--- src/rtl/phase_to_sine.sv ---
module phase_to_sine #(
  parameter int PHASE_W = 13,
  parameter int AMP_W   = 12,
  parameter int STAGES  = 16,
  parameter int FRAC_W  = 16
) (
  input  logic               clk,
  input  logic               rst_n,
  input  logic [PHASE_W-1:0] phase_i,
  input  logic               sine_sel_i,
  input  logic               twos_sel_i,
  output logic [AMP_W-1:0]   amp_o
);
  localparam int QW      = PHASE_W - 2;
  localparam int AMP     = (1 << (AMP_W - 1)) - 1;
  localparam int DW      = AMP_W + FRAC_W + 2;
  localparam int ZW      = 24;
  localparam int ZMUL    = 51472;
  localparam int ZSH     = QW - 5;
  localparam int ZMAX    = ((1 << QW) * ZMUL) >>> ZSH;
  localparam longint X0  = (longint'(AMP) * 39797 * (longint'(1) << FRAC_W)) >>> 16;
  localparam int LATENCY = STAGES + 2;

  function automatic int atan_q20(input int i);
    case (i)
      0: return 823550;
      1: return 486170;
      2: return 256879;
      3: return 130396;
      4: return 65451;
      5: return 32757;
      6: return 16383;
      7: return 8192;
      default: return (i <= 20) ? (1 << (20 - i)) : 0;
    endcase
  endfunction

  localparam int RES_LIM = 2 * atan_q20(STAGES - 1) + STAGES;

  logic [PHASE_W-1:0] ph_eff;
  logic [1:0]         quad;
  logic [QW:0]        fold;

  assign ph_eff = sine_sel_i ? phase_i : phase_i + PHASE_W'(1 << QW);
  assign quad   = ph_eff[PHASE_W-1 -: 2];
  assign fold   = quad[0] ? (QW+1)'(1 << QW) - {1'b0, ph_eff[QW-1:0]}
                          : {1'b0, ph_eff[QW-1:0]};

  logic signed [DW-1:0] x_q [0:STAGES];
  logic signed [DW-1:0] y_q [0:STAGES];
  logic signed [ZW-1:0] z_q [0:STAGES];
  logic                 neg_q [0:STAGES];
  logic                 tc_q  [0:STAGES];

  always_ff @(posedge clk or negedge rst_n) begin
    if (!rst_n) begin
      for (int i = 0; i <= STAGES; i++) begin
        x_q[i]   <= '0;
        y_q[i]   <= '0;
        z_q[i]   <= '0;
        neg_q[i] <= 1'b0;
        tc_q[i]  <= 1'b1;
      end
    end else begin
      x_q[0]   <= DW'(X0);
      y_q[0]   <= '0;
      z_q[0]   <= ZW'((int'(fold) * ZMUL) >>> ZSH);
      neg_q[0] <= quad[1];
      tc_q[0]  <= twos_sel_i;
      for (int i = 0; i < STAGES; i++) begin
        if (z_q[i] >= 0) begin
          x_q[i+1] <= x_q[i] - (y_q[i] >>> i);
          y_q[i+1] <= y_q[i] + (x_q[i] >>> i);
          z_q[i+1] <= z_q[i] - ZW'(atan_q20(i));
        end else begin
          x_q[i+1] <= x_q[i] + (y_q[i] >>> i);
          y_q[i+1] <= y_q[i] - (x_q[i] >>> i);
          z_q[i+1] <= z_q[i] + ZW'(atan_q20(i));
        end
        neg_q[i+1] <= neg_q[i];
        tc_q[i+1]  <= tc_q[i];
      end
    end
  end

  logic signed [DW-1:0] y_rnd;
  logic [AMP_W-2:0]     mag;
  logic [AMP_W-1:0]     sval;
  logic [AMP_W-1:0]     code;
  logic                 tc_out_q;

  assign y_rnd = (y_q[STAGES] + DW'(1 <<< (FRAC_W - 1))) >>> FRAC_W;

  always_comb begin
    if (y_rnd < 0)             mag = '0;
    else if (y_rnd > DW'(AMP)) mag = (AMP_W-1)'(AMP);
    else                       mag = y_rnd[AMP_W-2:0];
  end

  assign sval = neg_q[STAGES] ? AMP_W'(0) - {1'b0, mag} : {1'b0, mag};
  assign code = tc_q[STAGES] ? sval : {~sval[AMP_W-1], sval[AMP_W-2:0]};

  always_ff @(posedge clk or negedge rst_n) begin
    if (!rst_n) begin
      amp_o    <= '0;
      tc_out_q <= 1'b1;
    end else begin
      amp_o    <= code;
      tc_out_q <= tc_q[STAGES];
    end
  end


  twos_floor_chk: assert property (@(posedge clk) disable iff (!rst_n)
    tc_out_q |-> amp_o != {1'b1, {(AMP_W-1){1'b0}}});


  offset_floor_chk: assert property (@(posedge clk) disable iff (!rst_n)
    !tc_out_q |-> amp_o != '0);


  fold_range_chk: assert property (@(posedge clk) disable iff (!rst_n)
    z_q[0] >= 0 && z_q[0] <= ZW'(ZMAX));


  residual_chk: assert property (@(posedge clk) disable iff (!rst_n)
    z_q[STAGES] <= ZW'(RES_LIM) && z_q[STAGES] >= -ZW'(RES_LIM));


  round_range_chk: assert property (@(posedge clk) disable iff (!rst_n)
    y_rnd >= -1 && y_rnd <= DW'(AMP + 1));


  latency_param_chk: assert property (@(posedge clk) disable iff (!rst_n)
    $past(neg_q[STAGES-1]) == neg_q[STAGES]);

  initial begin

    latency_cfg_chk: assert (LATENCY == STAGES + 2 && QW >= 5);
  end
endmodule

--- config.mk ---
export PLATFORM = sky130hd
export DESIGN_NAME = phase_to_sine
export DESIGN_NICKNAME = d
export VERILOG_FILES = /design/src/rtl/phase_to_sine.sv
export SDC_FILE = /design/constraint.sdc
export NUM_CORES = 2
export LEC_CHECK = 0
export BUFFER_PORTS_ARGS = -buffer_cell sky130_fd_sc_hd__buf_2
export CAP_MARGIN = 20
export CORE_ASPECT_RATIO = 0.9
export CORE_MARGIN = 10
export CORE_UTILIZATION = 38
export CTS_CLUSTER_SIZE = 24
export DETAILED_ROUTE_END_ITERATION = 8
export GPL_TIMING_DRIVEN = 0
export SYNTH_ARGS = -nofsm -noshare
export SYNTH_HDL_FRONTEND = slang
export SYNTH_SLANG_ARGS = --single-unit
--- constraint.sdc ---
create_clock -name clk -period 5.3 [get_ports clk]
set_input_delay 0.795 -clock clk [delete_from_list [all_inputs] [get_ports clk]]
set_output_delay 0.795 -clock clk [all_outputs]
set_load 0.02 [all_outputs]
==> results.md <==
- Status: complete, no violations
- Clock root cell: clkbuf_16
- Commonest non-fill, non-tap cell in the layout: dfrtp_1
- GP Congestion: 0.909
- Mean post-synth cell area: 9.29 sq um
- Register area: 29,800 sq um
- Max Freq: 0.197 GHz
- Final Hold Viols: 0
- Relative max-transition margin: 38.9%
- Post-Synthesis Cell Area: 89,600 sq um
- H-tree depth: 4
- CP Data Arrival Time: 5.79 ns
- Core ar.: 235,000 sq um
- Pre-antenna DRT Iters: 6
- Initial DRC count: 5,258
- Crit path capture type: flop
- Fin Hold WS: 0.148 ns
- Least-Margin Pin Slew: 0.916 ns
- Distinct cell type count after synthesis: 102
- Tcrit/Tclk final: 95.6%
- Number of flops mapped to enable cells by yosys: 0
- Clk slew on worst S/H paths: 0.06 ns
- Post-synth ARST share: 100%
- Critical Path Fanout Max: 16
- All-Layer GR Usage: 18.0%
- Die Ht: 481 microns
- DP Wirelength: 193 mm
- Worst Path Required: 6.02 ns
- Min Tclk post-route: 5.07 ns
- Final worst slack: 0.233 ns
- Final ANT Viol Nets: 0
- Area of the multi-input gates: 58,400 sq um
- Dpl ws: -1.39 ns
- Worst Setup Start Kind: flop
- First-pass GRT wire length: 381 mm
- Worst Path Class, Setup: flop to flop
- Clk_lat worst skew: 0.81 ns
- # clock sinks: 1,190
- Ys Warns: 0
- Synth Flop Type: dfrtp_1
- Layout cells sized above 1: 6.66%
- Port bufs: 28
- Drt wl/cell: 18.3 microns
- Overflow after GRT: 0
- TritonCTS clock tree: built
- Syn nets: 10,800
- Die width: 532 microns
- Final setup fails: 0
- Ports: 29
- Largest net degree at the start of global routing: 165
- Max_cap viols: 0
- Hold WC Path Type: input port to flop
- Final net count: 11,000
- Clock buffer depth: 3
- Die area: 256,000 sq um
- Via density: 5.48
- DRC: 0
- Reg2Reg Depth: 21
- Vias in the first global route: 70,200
- Post-Layout Inst Area: 100,000 sq um
- FP Rows: 169
- Total Wirelength: 240 mm
- Placed Instance Area: 94,100 sq um
- Slew Limit Fails: 0
- RSZ-0062 raised after global routing: yes
- CTS Buf Count: 138
- Area delta synth->final: 11.8%
- # fillers: 22,900
- Register bit count reported by yosys: 1,190
- Hold depth: 1
- Final core occ: 42.6%
- Vias: 72,000
- Initial antenna violation count: 9
- Cells after synthesis: 9,643
- Seq/Total Area, Yosys: 33.3%
- Clock skew: 0.0446 ns
- Most used cells in the layout excluding fill and tap cells: dfrtp_1, ha_1, xnor2_1
- Initial Util: 38.1%
-- cell usage after synthesis (all sizes together) (95+ instances only) --
master,count,area (sq um)
a21oi,833,4190
nand2b,132,826
nor3,216,1100
o21bai,141,1060
or3,127,795
nor2b,95,594
clkbuf,95,357
o21a,121,908
o31ai,167,1270
ha,1108,13900
a21o,380,2850
nor2,712,2670
inv,443,1660
xor2,511,4480
nand2,610,2290
a211oi,98,746
o21ai,611,3080
xnor2,865,7580
nor4,96,613
dfrtp,1173,29400
nand3,143,716
-- routing by layer --
layer / global-route usage [%] / up-vias / wire, microns
li1: - / 35200 / -
met1: 25.4 / 34800 / 114000
met2: 29.5 / 1658 / 109000
met3: 2.23 / 316 / 11400
met4: 4.21 / 0 / 4900
met5: 0 / - / 0
-- state kept, by name, indices dropped and copies added (netlist names) --
name   count
x_q      379
neg_q     17
amp_o     12
y_q      406
z_q      359
tc_q      17
-- path summary, 6_finish.rpt --
path / from / to / slack (ns)
min in group asynchronous: rst_n / y_q[16]$_DFF_PN0_ / 0.50
worst min-delay path: twos_sel_i / tc_q[16]$_DFF_PN1_ / 0.15
max in group asynchronous: rst_n / y_q[294]$_DFF_PN0_ / 2.24
worst max-delay path: z_q[335]$_DFF_PN0_ / z_q[310]$_DFF_PN0_ / 0.23
worst min register to register: neg_q[11]$_DFF_PN0_ / neg_q[10]$_DFF_PN0_ / 0.32
worst max register to register: z_q[335]$_DFF_PN0_ / z_q[310]$_DFF_PN0_ / 0.23
-- critical path, stage by stage, from the launching register on --
cell     delay (ns)
dfrtp_1        0.37
inv_1          0.14
ha_1           0.18
nor4b_2        0.25
nand4_1        0.23
nor2_4         0.20
nor2_4         0.09
buf_2          0.22
buf_2          0.21
buf_8          0.18
fa_1           0.42
a21o_1         0.20
a21oi_2        0.20
o21ai_2        0.12
o41ai_4        0.39
o21ai_2        0.15
o41ai_2        0.38
o21ai_1        0.16
o41a_1         0.37
a21o_1         0.21
a21oi_1        0.17
xor2_1         0.15
-- final cells by class --
class                      instances  share of cell area (%)
multi-input combinational       7882                    58.4
sequential                      1190                    29.8
antenna                            2                 0.00500
buffer                           110                   0.508
timing repair inverter             1                 0.00500
inverter                         449                    1.72
clock inverter                    71                    1.01
timing repair buffer              93                   0.894
tap                             3163                    3.95
clock buffer                     177                    3.81
-- logic make-up (layout without fill, tap and decap cells) --
family                   after synthesis  in the layout  synth area share, %
other                                  1              3              0.00419
AO/OA/AOI/OAI                       2776           2776                 19.9
XOR/XNOR                            1377           1377                 13.5
adder cells (fa/ha/maj)             1162           1162                 16.7
buffers and inverters                572            901                 2.42
AND/OR/NAND/NOR                     2497           2498                 13.5
multiplexers                          68             68                0.792
flip-flops                          1190           1190                 33.3
-- through the flow --
stage,std cells,TNS [ns]
2_1_floorplan,9643,0
3_3_place_gp,12800,-
3_5_place_dp,12900,-91.47
4_1_cts,13100,0
5_1_grt,13100,-0.0956
6_report,13100,0
-- what timing repair did --
item                                    4_1_cts  5_1_grt
hold endpoints to repair                     66        0
pin swaps                                     6       27
endpoints found under the setup margin      252      139
gates cloned                                  1        1
resized for setup                            97      187
hold buffers                                  1        0
setup buffers                                 6       32
Power is left out: the tool's default activity adds up to more than one toggle a clock period on the data nets, which glitch-free logic cannot reach.
